<file path="src/rtl/hp_pkg.sv">
package hp_pkg;

    typedef enum logic [2:0] {
        ST_IDLE,
        ST_DECIDE,
        ST_SETUP,
        ST_PULSE,
        ST_GAP
    } hp_state_e;

    typedef enum logic {
        MV_SEEK,
        MV_RECAL
    } hp_mode_e;

    localparam logic DIR_INWARD  = 1'b0;
    localparam logic DIR_OUTWARD = 1'b1;

    typedef struct packed {
        logic step;
        logic outward;
        logic zero;
    } hp_trk_cmd_t;

    function automatic logic hp_dir_for(input int unsigned tgt, input int unsigned cur);
        return (tgt < cur) ? DIR_OUTWARD : DIR_INWARD;
    endfunction

endpackage

</file>
<file path="src/rtl/hp_track.sv">
module hp_track
    import hp_pkg::*;
#(
    parameter int TRACK_W      = 7,
    parameter int LOWCUR_ABOVE = 43
) (
    input  logic               clk,
    input  logic               rst,
    input  hp_trk_cmd_t        cmd,
    output logic [TRACK_W-1:0] cur_track,
    output logic               low_current
);
    localparam logic [TRACK_W-1:0] LOWCUR_LIM = TRACK_W'(LOWCUR_ABOVE);

    logic [TRACK_W-1:0] trk_q;

    always_ff @(posedge clk) begin
        if (rst) begin
            trk_q <= '0;
        end else if (cmd.zero) begin
            trk_q <= '0;
        end else if (cmd.step) begin
            if (cmd.outward) begin
                if (trk_q != '0) trk_q <= trk_q - 1'b1;
            end else begin
                trk_q <= trk_q + 1'b1;
            end
        end
    end

    assign cur_track   = trk_q;
    assign low_current = (trk_q > LOWCUR_LIM);
endmodule

</file>
<file path="src/rtl/hp_load.sv">
module hp_load (
    input  logic clk,
    input  logic rst,
    input  logic rw_req,
    output logic head_load
);
    always_ff @(posedge clk) begin
        if (rst) head_load <= 1'b0;
        else     head_load <= rw_req;
    end
endmodule

</file>
<file path="src/rtl/hp_seq.sv">
module hp_seq
    import hp_pkg::*;
#(
    parameter int TRACK_W     = 7,
    parameter int MAX_TRACK   = 76,
    parameter int STEP_PERIOD = 500000,
    parameter int PULSE_CYC   = 10,
    parameter int DIR_SETUP   = 2,
    parameter int RECAL_LIMIT = 80
) (
    input  logic               clk,
    input  logic               rst,
    input  logic               init_req,
    input  logic               seek_req,
    input  logic [TRACK_W-1:0] target,
    input  logic               track0_in,
    input  logic [TRACK_W-1:0] cur_track,
    output hp_trk_cmd_t        cmd,
    output logic               step_out,
    output logic               dir_out,
    output logic               busy,
    output logic               done,
    output logic               seek_err,
    output logic               range_err
);
    localparam int CNT_W = $clog2(STEP_PERIOD + DIR_SETUP + PULSE_CYC + 1);
    localparam int NST_W = $clog2(RECAL_LIMIT + 1);
    localparam logic [CNT_W-1:0] SETUP_LAST = CNT_W'(DIR_SETUP - 1);
    localparam logic [CNT_W-1:0] PULSE_LAST = CNT_W'(PULSE_CYC - 1);
    localparam logic [CNT_W-1:0] GAP_LAST   = CNT_W'(STEP_PERIOD - 1);
    localparam logic [NST_W-1:0] NST_LIM    = NST_W'(RECAL_LIMIT);
    localparam logic [TRACK_W-1:0] MAX_T    = TRACK_W'(MAX_TRACK);

    hp_state_e          state;
    hp_mode_e           mode;
    logic [CNT_W-1:0]   cnt;
    logic [NST_W-1:0]   nsteps;
    logic [TRACK_W-1:0] tgt_q;
    logic               dir_q;
    logic               launch;

    assign launch      = (state == ST_SETUP) && (cnt == SETUP_LAST);
    assign cmd.step    = launch;
    assign cmd.outward = dir_q;
    assign cmd.zero    = (state == ST_DECIDE) && (mode == MV_RECAL) && track0_in;

    assign step_out = (state == ST_PULSE);
    assign dir_out  = dir_q;
    assign busy     = (state != ST_IDLE);

    always_ff @(posedge clk) begin
        if (rst) begin
            state     <= ST_IDLE;
            mode      <= MV_SEEK;
            cnt       <= '0;
            nsteps    <= '0;
            tgt_q     <= '0;
            dir_q     <= DIR_INWARD;
            done      <= 1'b0;
            seek_err  <= 1'b0;
            range_err <= 1'b0;
        end else begin
            done <= 1'b0;
            unique case (state)
                ST_IDLE: begin
                    if (init_req) begin
                        mode      <= MV_RECAL;
                        nsteps    <= '0;
                        seek_err  <= 1'b0;
                        range_err <= 1'b0;
                        state     <= ST_DECIDE;
                    end else if (seek_req) begin
                        seek_err <= 1'b0;
                        if (target > MAX_T) begin
                            range_err <= 1'b1;
                            done      <= 1'b1;
                        end else begin
                            range_err <= 1'b0;
                            tgt_q     <= target;
                            mode      <= MV_SEEK;
                            nsteps    <= '0;
                            state     <= ST_DECIDE;
                        end
                    end
                end
                ST_DECIDE: begin
                    cnt <= '0;
                    if (mode == MV_RECAL) begin
                        if (track0_in) begin
                            done  <= 1'b1;
                            state <= ST_IDLE;
                        end else if (nsteps == NST_LIM) begin
                            seek_err <= 1'b1;
                            done     <= 1'b1;
                            state    <= ST_IDLE;
                        end else begin
                            dir_q <= DIR_OUTWARD;
                            state <= ST_SETUP;
                        end
                    end else begin
                        if (tgt_q == cur_track) begin
                            done  <= 1'b1;
                            state <= ST_IDLE;
                        end else begin
                            dir_q <= hp_dir_for(int'(tgt_q), int'(cur_track));
                            state <= ST_SETUP;
                        end
                    end
                end
                ST_SETUP: begin
                    if (launch) begin
                        cnt   <= '0;
                        state <= ST_PULSE;
                        if (nsteps != NST_LIM) nsteps <= nsteps + 1'b1;
                    end else begin
                        cnt <= cnt + 1'b1;
                    end
                end
                ST_PULSE: begin
                    cnt <= cnt + 1'b1;
                    if (cnt == PULSE_LAST) state <= ST_GAP;
                end
                ST_GAP: begin
                    cnt <= cnt + 1'b1;
                    if (cnt >= GAP_LAST) state <= ST_DECIDE;
                end
                default: state <= ST_IDLE;
            endcase
        end
    end
endmodule

</file>
<file path="src/rtl/head_positioner.sv">
module head_positioner
    import hp_pkg::*;
#(
    parameter int TRACK_W      = 7,
    parameter int MAX_TRACK    = 76,
    parameter int LOWCUR_ABOVE = 43,
    parameter int STEP_PERIOD  = 500000,
    parameter int PULSE_CYC    = 10,
    parameter int DIR_SETUP    = 2,
    parameter int RECAL_LIMIT  = 80
) (
    input  logic               clk,
    input  logic               rst,
    input  logic               init_req,
    input  logic               seek_req,
    input  logic [TRACK_W-1:0] target,
    input  logic               rw_req,
    input  logic               track0_in,
    output logic               step_out,
    output logic               dir_out,
    output logic               head_load,
    output logic               low_current,
    output logic [TRACK_W-1:0] cur_track,
    output logic               busy,
    output logic               done,
    output logic               seek_err,
    output logic               range_err
);
    hp_trk_cmd_t trk_cmd;

    hp_seq #(
        .TRACK_W    (TRACK_W),
        .MAX_TRACK  (MAX_TRACK),
        .STEP_PERIOD(STEP_PERIOD),
        .PULSE_CYC  (PULSE_CYC),
        .DIR_SETUP  (DIR_SETUP),
        .RECAL_LIMIT(RECAL_LIMIT)
    ) u_seq (
        .clk      (clk),
        .rst      (rst),
        .init_req (init_req),
        .seek_req (seek_req),
        .target   (target),
        .track0_in(track0_in),
        .cur_track(cur_track),
        .cmd      (trk_cmd),
        .step_out (step_out),
        .dir_out  (dir_out),
        .busy     (busy),
        .done     (done),
        .seek_err (seek_err),
        .range_err(range_err)
    );

    hp_track #(
        .TRACK_W     (TRACK_W),
        .LOWCUR_ABOVE(LOWCUR_ABOVE)
    ) u_track (
        .clk        (clk),
        .rst        (rst),
        .cmd        (trk_cmd),
        .cur_track  (cur_track),
        .low_current(low_current)
    );

    hp_load u_load (
        .clk      (clk),
        .rst      (rst),
        .rw_req   (rw_req),
        .head_load(head_load)
    );
endmodule

</file>
<file path="config.mk">
export PLATFORM = sky130hd
export DESIGN_NAME = head_positioner
export DESIGN_NICKNAME = d
export VERILOG_FILES = /design/src/rtl/hp_pkg.sv /design/src/rtl/hp_track.sv /design/src/rtl/hp_load.sv /design/src/rtl/hp_seq.sv /design/src/rtl/head_positioner.sv
export SDC_FILE = /design/constraint.sdc
export NUM_CORES = 1
export LEC_CHECK = 0
export ABC_AREA = 1
export BUFFER_PORTS_ARGS = -buffer_cell sky130_fd_sc_hd__clkbuf_2
export CAP_MARGIN = 10
export CORE_ASPECT_RATIO = 1.75
export CORE_UTILIZATION = 55
export DETAILED_ROUTE_END_ITERATION = 12
export GPL_TIMING_DRIVEN = 0
export HOLD_SLACK_MARGIN = 0.03
export PLACE_DENSITY = 0.83
export SYNTH_ARGS = -nofsm -noshare
export SYNTH_HDL_FRONTEND = slang
export SYNTH_HIERARCHICAL = 1
export SYNTH_SLANG_ARGS = --single-unit
</file>
<file path="constraint.sdc">
create_clock -name clk -period 2.8 [get_ports clk]
set_input_delay 0.42 -clock clk [delete_from_list [all_inputs] [get_ports clk]]
set_output_delay 0.42 -clock clk [all_outputs]
set_load 0.03 [all_outputs]
</file>
==> results by group <==
Worst setup path
  • Startpoint Class: flop
  • Cell family with most CP delay: simple AND/OR/NAND/NOR gates
  • Critical Path Slowest Stage Cell: dfxtp_1
  • Worst setup path class: reg2reg
  • Crit. End Element: flop
  • Crit Path Max Fanout: 8
  • Most used cell, CP: nor2_2
  • CP arrival: 2.08 ns
  • Cells along the critical path: ha_1, nand4_1, nor4_1, nand3_1, nor2_1, buf_4, inv_2, nor2_4, nand2_2, nor2_2, nor2_2
  • WP buf/inv: 2
  • Slowest stage delay, CP: 0.41 ns
  • Req. time, crit path: 3.00 ns

Global route
  • Largest net degree at the start of global routing: 17
  • Initial antenna violation count: 0
  • Vias in the first global route: 3,115
  • Overflow left after global routing: 0
  • First-pass GRT wire length: 12,900 µm
  • GRT Total Usage: between 20 and 30%

Detailed routing
  • # DRC: 0
  • Routed len/inst: 12.2 µm
  • Initial DRC Count: 104
  • Post-route ant nets: 0
  • Pre-antenna DRT Iters: 4
  • Met3 WL: around 230 µm
  • DRT Wirelength: around 7400 µm
  • Metal1 wirelength: 2880 µm
  • DR vias/cell: 5.19
  • Met2 wire length: around 4100 µm
  • Max layer used: met4
  • Total number of vias: 3,163

STA
  • Max Fclk: 533 MHz
  • Setup TNS: 0 ns
  • Final period util: approximately 67%
  • Clock Skew: between 0.008 and 0.009 ns
  • Final hold vios: 0
  • Min Tclk post-route: 1.88 ns
  • Slack of the critical path: 0.924 ns
  • RSZ-0062 raised after global routing: no
  • # setup viols final: 0
  • Slew margin rel.: 66.6%
  • Worst-Margin Slew: 0.501 ns
  • Pins Over Slew Limit: 0

Layout
  • Filler cells: 577
  • Finished Layout Cells: roughly 600
  • N_diodes: 0
  • Nets: 560
  • FF/Latch Area: just under 0.001 mm²
  • Area growth, synth to finish: 9.76%
  • Multi-input combinational cell area: 0.00197 mm²
  • Share of layout cells above drive strength 1: between 15 and 20%

Logic synthesis
  • Cell Area, Synth: between 0.003 and 0.004 mm²
  • Post-synth cell types: 40
  • Sequential share of the synthesized area: between 20 and 30%
  • Most numerous cell in the Yosys netlist: nand2_1
  • YS warnings: 6
  • Post-synth EDFFs: 0
  • Synth top area share: 29.7%
  • Asr flop ratio synth: 0%
  • Post-synth top cells: 95 x nand2_1, 77 x nor2_1, 71 x inv_1
  • Syn Nets: 526
  • Syn avg cell area: 6.67 µm²
  • Dominant synthesized flop cell: dfxtp_1
  • Dominant cell type by area after synthesis: dfxtp_1
  • Post-Synthesis Cells: slightly below 500
  • Yosys reg bits: 49
  • Synth area leaders: dfxtp_1 30%, nand2_1 11%, nor2_1 8.7%, inv_1 8.1%, ha_1 6.1%

CTS
  • Num CTS Buffers: 5
  • Root Driver: clkbuf_8
  • Clock Latency Late Sink: approximately 0.30 ns
  • Post-CTS sizing: 0
  • CTS max path bufs: 2
  • CTS tree: yes
  • # Post-CTS Setup Buffers: 0
  • H-tree depth: 2
  • Clock sinks: 49
  • Clock transition at path regs: 0.10 ns
  • Cts hold-fix bufs: 0

Floorplanning
  • Die H: 105 µm
  • DIE WIDTH: 60.6 µm
  • Initial Util: 56.7%
  • Core Region: between 0.005 and 0.006 mm²
  • # IOs: 28
  • Cell Rows: 37
  • Die area: 0.00634 mm²

Placement
  • Post-Place Cells: around 600
  • Port buffer count: 27
  • Placed wire-length estimate: 5920 µm
  • Setup slack after placement: 0.957 ns
  • GPL Wtd Cong: 0.915

Status
  • Status: finished, final reports clean

Power and ir drop
  • Static leakage: 0.00169 µW
  • VDD IR max: 0.602 mV
  • Tot Pwr: ~2400 µW
  • Pwr/cell area: 668 mW/mm²

Flow run
  • MaxCap Viol Count: 0

Min path
  • Min-delay worst type: in2reg
power by group:
part	internal [µW]	switching, µW	total [µW]
clock	178	247	424
sequential	781	84.9	866
combinational	376	757	1130
total	1340	1090	2420
routing by layer:
| layer | vias to the layer above | global-route usage (%) |
|---|---|---|
| li1 | 1637 | - |
| met1 | 1438 | 28.7 |
| met2 | 72 | 47.0 |
| met3 | 16 | 3.09 |
| met4 | 0 | 11.4 |
| met5 | - | 0 |
placed cells by master (no fill, tap or decap), types with 5 or more instances in the layout:
cell | netlist | final
nand2_2 | 12 | 12
o21ai_1 | 6 | 6
nor3_2 | 5 | 5
dfxtp_1 | 49 | 49
nand4_1 | 6 | 6
a21oi_1 | 27 | 27
nor2_2 | 15 | 15
inv_2 | 5 | 5
nor3_1 | 8 | 8
clkbuf_8 | 0 | 5
xor2_1 | 11 | 11
clkbuf_2 | 0 | 27
inv_1 | 71 | 71
nor2_1 | 77 | 77
nand3_1 | 39 | 39
o21ai_0 | 13 | 13
nand2_1 | 95 | 95
ha_1 | 16 | 16
final timing paths:
| check | startpoint | to | slack [ns] | cells past startpoint |
|---|---|---|---|---|
| max reg2reg | u_seq/cnt[0] | u_track/cur_track[5] | 0.92 | 11 |
| max | u_seq/cnt[0] | u_track/cur_track[5] | 0.92 | 11 |
| min reg2reg | u_seq/range_err | u_seq/range_err | 0.48 | 2 |
| min | rw_req | u_load/head_load | 0.31 | 3 |
flip-flops by register name, indices dropped and copies added (netlist names), 3 cells and up:
name               flops
u_seq/nsteps           7
u_seq/tgt_q            7
u_seq/cnt             19
u_track/cur_track      7
u_seq/state            3
per-stage QoR:
stage                     utilization, %  cell area (µm²)  hold slack, ns
final                               62.2             3630           0.307
after global routing                62.2             3630           0.296
after CTS                           62.2             3630           0.303
after detailed placement            60.7             3540           0.474
after global placement              60.7             3540           0.452
after floorplan                        -             3310           0.443
layout make-up:
type | instances | share of cell area, %
Clock inverter | 3 | 0.586
Timing Repair Buffer | 27 | 3.72
Inverter | 79 | 8.30
Multi-Input combinational cell | 361 | 54.3
Buffer | 7 | 1.45
Tap cell | 78 | 2.69
Clock buffer | 5 | 1.90
Sequential cell | 49 | 27.0
worst min-delay path: cells and delay by family:
| family | cells | cell delay, ns |
|---|---|---|
| AND/OR/NAND/NOR | 1 | 0.03 |
| buffers and inverters | 2 | 0.13 |
cells by family (layout without fill, tap and decap cells):
logic type / count (synthesis) / after routing / share of synthesized area [%]
compound gates: 57 / 57 / 9.53
flops: 49 / 49 / 29.7
fa+ha+maj: 17 / 17 / 6.66
xor+xnor: 13 / 13 / 3.44
simple gates: 274 / 274 / 40.0
buf+inv: 86 / 121 / 10.7
Power figures use the tool's default switching activity.
